[config.mk]
export PLATFORM = sky130hd
export DESIGN_NAME = ierr_report_ctrl
export DESIGN_NICKNAME = d
export VERILOG_FILES = /design/src/rtl/ierr_pkg.sv /design/src/rtl/ierr_regs.sv /design/src/rtl/ierr_fn_report.sv /design/src/rtl/ierr_report_ctrl.sv
export SDC_FILE = /design/constraint.sdc
export NUM_CORES = 1
export LEC_CHECK = 0
export BUFFER_PORTS_ARGS = -buffer_cell sky130_fd_sc_hd__buf_2
export CAP_MARGIN = 5
export CORE_MARGIN = 1.5
export CORE_UTILIZATION = 53
export CTS_CLUSTER_SIZE = 8
export DETAILED_ROUTE_END_ITERATION = 7
export GPL_ROUTABILITY_DRIVEN = 0
export HOLD_SLACK_MARGIN = 0.02
export MAX_ROUTING_LAYER = met4
export PLACE_DENSITY_LB_ADDON = 0.15
export SLEW_MARGIN = 10
export SYNTH_ARGS = -nofsm -noshare
export SYNTH_HDL_FRONTEND = slang
export SYNTH_SLANG_ARGS = --single-unit
[constraint.sdc]
create_clock -name clk -period 1.6 [get_ports clk]
set_input_delay 0.08 -clock clk [delete_from_list [all_inputs] [get_ports clk]]
set_output_delay 0.08 -clock clk [all_outputs]
set_load 0.1 [all_outputs]
[src/rtl/ierr_pkg.sv]
package ierr_pkg;
  localparam int NFN = 3;
  localparam int FN_BR = 0;
  localparam int FN_NT = 1;
  localparam int FN_DMA = 2;

  typedef enum logic [2:0] {
    A_STATUS = 3'd0,
    A_SEV    = 3'd1,
    A_CTRL   = 3'd2,
    A_INJ    = 3'd3,
    A_MSK_BR = 3'd4,
    A_MSK_NT = 3'd5,
    A_MSK_DM = 3'd6,
    A_SUM    = 3'd7
  } ierr_addr_e;
endpackage

[src/rtl/ierr_regs.sv]
module ierr_regs
  import ierr_pkg::*;
#(
  parameter int NERR = 16
) (
  input  logic                      clk,
  input  logic                      rst_n,
  input  logic [NERR-1:0]           err_evt,
  input  logic                      reg_we,
  input  logic [2:0]                reg_addr,
  input  logic [NERR-1:0]           reg_wdata,
  output logic [NERR-1:0]           reg_rdata,
  input  logic [NFN-1:0]            sum_unc,
  input  logic [NFN-1:0]            sum_cor,
  output logic [NERR-1:0]           status,
  output logic [NERR-1:0]           sev,
  output logic [NERR-1:0]           inj_q,
  output logic                      glb_en,
  output logic [NFN-1:0][NERR-1:0]  mask,
  output logic [NFN-1:0]            clr_unc,
  output logic [NFN-1:0]            clr_cor
);
  localparam int SUMW = 2 * NFN;

  logic wr_status, wr_sev, wr_ctrl, wr_inj, wr_sum;
  logic [NERR-1:0] status_clr;
  logic [SUMW-1:0] sum_vec;

  assign wr_status = reg_we && (reg_addr == A_STATUS);
  assign wr_sev    = reg_we && (reg_addr == A_SEV);
  assign wr_ctrl   = reg_we && (reg_addr == A_CTRL);
  assign wr_inj    = reg_we && (reg_addr == A_INJ);
  assign wr_sum    = reg_we && (reg_addr == A_SUM);
  assign status_clr = wr_status ? reg_wdata : '0;

  // Status: clear by write-one; new events are OR-ed in last so they win.
  always_ff @(posedge clk or negedge rst_n) begin
    if (!rst_n) begin
      status <= '0;
      sev    <= '0;
      glb_en <= 1'b0;
      inj_q  <= '0;
    end else begin
      status <= (status & ~status_clr) | err_evt | inj_q;
      if (wr_sev) sev <= reg_wdata;
      if (wr_ctrl) glb_en <= reg_wdata[0];
      inj_q <= wr_inj ? reg_wdata : '0;
    end
  end

  for (genvar f = 0; f < NFN; f++) begin : g_fn
    localparam logic [2:0] MADDR = 3'(int'(A_MSK_BR) + f);
    always_ff @(posedge clk or negedge rst_n) begin
      if (!rst_n) mask[f] <= '0;
      else if (reg_we && reg_addr == MADDR) mask[f] <= reg_wdata;
    end
    assign clr_unc[f]     = wr_sum & reg_wdata[2*f];
    assign clr_cor[f]     = wr_sum & reg_wdata[2*f+1];
    assign sum_vec[2*f]   = sum_unc[f];
    assign sum_vec[2*f+1] = sum_cor[f];
  end

  always_comb begin
    reg_rdata = '0;
    case (reg_addr)
      A_STATUS: reg_rdata = status;
      A_SEV:    reg_rdata = sev;
      A_CTRL:   reg_rdata[0] = glb_en;
      A_INJ:    reg_rdata = '0;
      A_MSK_BR: reg_rdata = mask[FN_BR];
      A_MSK_NT: reg_rdata = mask[FN_NT];
      A_MSK_DM: reg_rdata = mask[FN_DMA];
      A_SUM:    reg_rdata[SUMW-1:0] = sum_vec;
      default:  reg_rdata = '0;
    endcase
  end
endmodule

[src/rtl/ierr_fn_report.sv]
module ierr_fn_report #(
  parameter int NERR = 16
) (
  input  logic            clk,
  input  logic            rst_n,
  input  logic [NERR-1:0] evt,
  input  logic [NERR-1:0] mask,
  input  logic [NERR-1:0] sev,
  input  logic            glb_en,
  input  logic            clr_unc,
  input  logic            clr_cor,
  output logic            sum_unc,
  output logic            sum_cor,
  output logic            rpt_unc,
  output logic            rpt_cor
);
  logic [NERR-1:0] hit;
  logic unc_hit, cor_hit, unc_hold, cor_hold;

  assign hit      = evt & ~mask & {NERR{glb_en}};
  assign unc_hit  = |(hit & sev);
  assign cor_hit  = |(hit & ~sev);
  // Summary after this cycle's software clear; a pending clear re-opens reporting.
  assign unc_hold = sum_unc & ~clr_unc;
  assign cor_hold = sum_cor & ~clr_cor;

  always_ff @(posedge clk or negedge rst_n) begin
    if (!rst_n) begin
      sum_unc <= 1'b0;
      sum_cor <= 1'b0;
      rpt_unc <= 1'b0;
      rpt_cor <= 1'b0;
    end else begin
      sum_unc <= unc_hold | unc_hit;
      sum_cor <= cor_hold | cor_hit;
      rpt_unc <= unc_hit & ~unc_hold;
      rpt_cor <= cor_hit & ~cor_hold;
    end
  end
endmodule

[src/rtl/ierr_report_ctrl.sv]
module ierr_report_ctrl
  import ierr_pkg::*;
#(
  parameter int NERR = 16
) (
  input  logic            clk,
  input  logic            rst_n,
  input  logic [NERR-1:0] err_evt,
  input  logic            reg_we,
  input  logic [2:0]      reg_addr,
  input  logic [NERR-1:0] reg_wdata,
  output logic [NERR-1:0] reg_rdata,
  output logic [2:0]      rpt_unc,
  output logic [2:0]      rpt_cor
);
  logic [NERR-1:0]          status, sev, inj_q;
  logic                     glb_en;
  logic [NFN-1:0][NERR-1:0] mask;
  logic [NFN-1:0]           clr_unc, clr_cor, sum_unc, sum_cor;

  ierr_regs #(.NERR(NERR)) u_regs (
    .clk(clk), .rst_n(rst_n), .err_evt(err_evt),
    .reg_we(reg_we), .reg_addr(reg_addr), .reg_wdata(reg_wdata),
    .reg_rdata(reg_rdata), .sum_unc(sum_unc), .sum_cor(sum_cor),
    .status(status), .sev(sev), .inj_q(inj_q), .glb_en(glb_en),
    .mask(mask), .clr_unc(clr_unc), .clr_cor(clr_cor)
  );

  for (genvar f = 0; f < NFN; f++) begin : g_view
    logic [NERR-1:0] evt_f;
    // Emulated errors only feed the bridge view.
    if (f == FN_BR) begin : g_br
      assign evt_f = err_evt | inj_q;
    end else begin : g_oth
      assign evt_f = err_evt;
    end
    ierr_fn_report #(.NERR(NERR)) u_fn (
      .clk(clk), .rst_n(rst_n), .evt(evt_f), .mask(mask[f]), .sev(sev),
      .glb_en(glb_en), .clr_unc(clr_unc[f]), .clr_cor(clr_cor[f]),
      .sum_unc(sum_unc[f]), .sum_cor(sum_cor[f]),
      .rpt_unc(rpt_unc[f]), .rpt_cor(rpt_cor[f])
    );
  end
endmodule

==> impl_metrics.toml <==
[timing]
rsz0062_at_grt = "true"
setup_tns_ns = -2.49
fmax_mhz = 548
slew_headroom_pct = 59.6
finalCritPeriodShare_pct = 114
whs_ns = 0.150
fin_skew_ns = 0.00749
period_needed_ns = 1.82
tightest_slew_ns = 0.598
setup_violations = 18
slew_violations = 0
finalHoldViolCount = 0
fin_ws_ns = -0.224

[job]
drv_cap = 0

[yosys]
synthXorXnorAreaFrac_pct = 0
yosysUniqueCellTypes = 45
synth_commonest_cells = "109 x dfrtp_1, 63 x mux2_2, 54 x nand2_1"
synth.most_common_cell = "dfrtp_1"
yosys.area.top_type_share_pct = 47.4
synthesis.nets = 578
muxShareOfSynthArea_pct = 17.5
yosysTopAreaCell = "dfrtp_1"
synth-simple-area-share_pct = 20.9
avgSynthCellArea_sq_um = 10.7
synth-edff-count = 0
synth_area_leaders = "dfrtp_1 47%, mux2_2 12%, mux2i_1 3.7%"
ys_warn_count = 0
synth-async-reset-ratio_pct = 100
synth_top_family_by_area = "simple AND/OR/NAND/NOR gates"
yosys_register_bits = 109
synthAdderAreaFrac_pct = 0
ys_seq_area_share_pct = 47.4
synthFlopType = "dfrtp_1"
syn_area_sq_um = 5760
synth_compound_area_share_pct = 10.4
netlist_instances = 540

[global_routing]
grt_pass1_wl_mm = 29.7
antenna_found_initial = 0
grt_usage_pct = 35.9
grt_pass1_vias = 5438
grt-ovfl-total = 0
grt_max_degree = 110

[critical_path]
critPathLaunch = "u_regs.glb_en$_DFFE_PN0P_"
timing.rr.start = "u_regs.glb_en$_DFFE_PN0P_"
critPathCaptureType = "flip-flop"
crit_arrival_ns = 2.11
critPathKind = "flip-flop to flip-flop"
start_kind = "flip-flop"
worstPathMaxFanout = 36
cp.required_ns = 1.88

[route]
drt-total-wl_mm = 19.0
vias_per_cell = 6.33
highest_layer = "met4"
wl_met1_mm = 7.57
vias = 5406
met3_length_mm = 1.55
avgRoutedWirePerCell_um = 22.3
drt_iter0_markers = 516
dr.pass1.iters = 5
wl_met2_mm = 9.23
drc_errors = 0
drtAntennaViolNets = 0

[layout]
fin_area_sq_um = 8030
n_fill_cell = 700
drive_above_1_share_pct = 41.9
fin_cells = 854
diodes = 0
syn_to_final_growth_pct = 39.4
final_nets = 751
final_util_pct = 77.0

[run_status]
outcome = "finished, violations left"
violations = "negative setup slack"

[placement]
place_worst_setup_slack_ns = -0.292
dpl_cell_area_sq_um = 6980
dp_cells = 766
portBuffers = 59
dpl.hpwl_mm = 13.2

[power_and_ir_drop]
power_density_nw_per_um2 = 1090
p_leak_nw = 3.41
ir_drop_v = 0.00100
power.total_mw = 8.75

[die]
design.die.area_sq_um = 11500
fp-row-count = 37
die_h_um = 107
initial_core_util_pct = 55.3
core-area_sq_um = 10400
ios = 60
fp.dieW_um = 107

[worst_hold_path]
worst_hold_path_type = "input port to flip-flop"
min-delay-start = "reg_we"

[cts]
clock_sinks = 109
clk_path_buf_depth = 2
cts_buffers = 9
cts_tree = "yes"
path_clk_slew_ns = 0.09
cts_htree_levels = 3
insertion_delay_ns = 0.40
cts_root_buf = "clkbuf_8"
## state kept, by name, summed over array words and instances (netlist names)
signal	count
g_view.u_fn.sum_cor	3
u_regs.sev	16
u_regs.inj_q	16
g_view.u_fn.sum_unc	3
u_regs.glb_en	1
u_regs.mask	48
g_view.u_fn.rpt_cor	3
g_view.u_fn.rpt_unc	3
u_regs.status	16
## cell families after synthesis
family / Yosys count
flip-flops: 109
multiplexers: 88
AND/OR/NAND/NOR: 213
AO/OA/AOI/OAI: 86
buffers and inverters: 44
## cell usage in the layout, fill, tap and decap left out, drive strengths merged, types with 15 or more instances in the layout
cell         netlist  final
mux2i             21     21
a21oi             15     15
a211o             15     15
o22ai             18     18
and2              20     20
dlygate4sd3        0     41
nand2             54     54
nor2              44     44
nor4b             19     19
dfrtp            109    109
mux2              63     63
buf               20    155
## power breakdown
| group | switching (mW) | internal, mW |
|---|---|---|
| clock | 0.927 | 0.638 |
| combinational | 1.93 | 1.71 |
| sequential | 0.397 | 3.15 |
## path summary, 6_finish.rpt
kind / end / slack, ns / cells after the start
max: g_view[0].u_fn.rpt_unc$_DFF_PN0_ / -0.22 / 7
min: u_regs.mask[33]$_DFFE_PN0P_ / 0.15 / 3
max reg2reg: g_view[0].u_fn.rpt_unc$_DFF_PN0_ / -0.22 / 7
min reg2reg: u_regs.status[0]$_DFF_PN0_ / 0.48 / 1
max in group asynchronous: u_regs.sev[2]$_DFFE_PN0P_ / 0.82 / 3
min in group asynchronous: u_regs.status[1]$_DFF_PN0_ / 0.28 / 3
## critical path, cell delays in order, from the launching register on
cell and delay [ns]:
dfrtp_1 0.42, buf_12 0.18, buf_4 0.16, nor4bb_1 0.14
nor4_1 0.39, buf_4 0.18, and4_1 0.19, a21oi_1 0.05
## metal layers
layer,vias up,GRT usage [%]
met5,-,-
met3,70,7.23
li1,2347,-
met4,0,15.2
met1,2682,44.5
met2,307,57.3
## area by class of cell
type / instances / area (sq um) / area share (%)
Sequential cell: 109 / 2740 / 34.1
Tap cell: 136 / 170 / 2.12
Inverter: 10 / 37.5 / 0.468
Clock buffer: 11 / 151 / 1.89
Clock inverter: 5 / 25.0 / 0.312
Multi-Input combinational cell: 387 / 3160 / 39.4
Timing Repair Buffer: 196 / 1740 / 21.7
## repair_timing
item / in CTS / in global routing
setup endpoints to repair: 28 / 28
resized for setup: 36 / 23
buffers inserted: 24 / 9
hold buffers: 41 / 0
endpoints found under the hold margin: 196 / 0
pin swaps: 10 / 13
No activity file was read; power rests on OpenSTA's default activity.
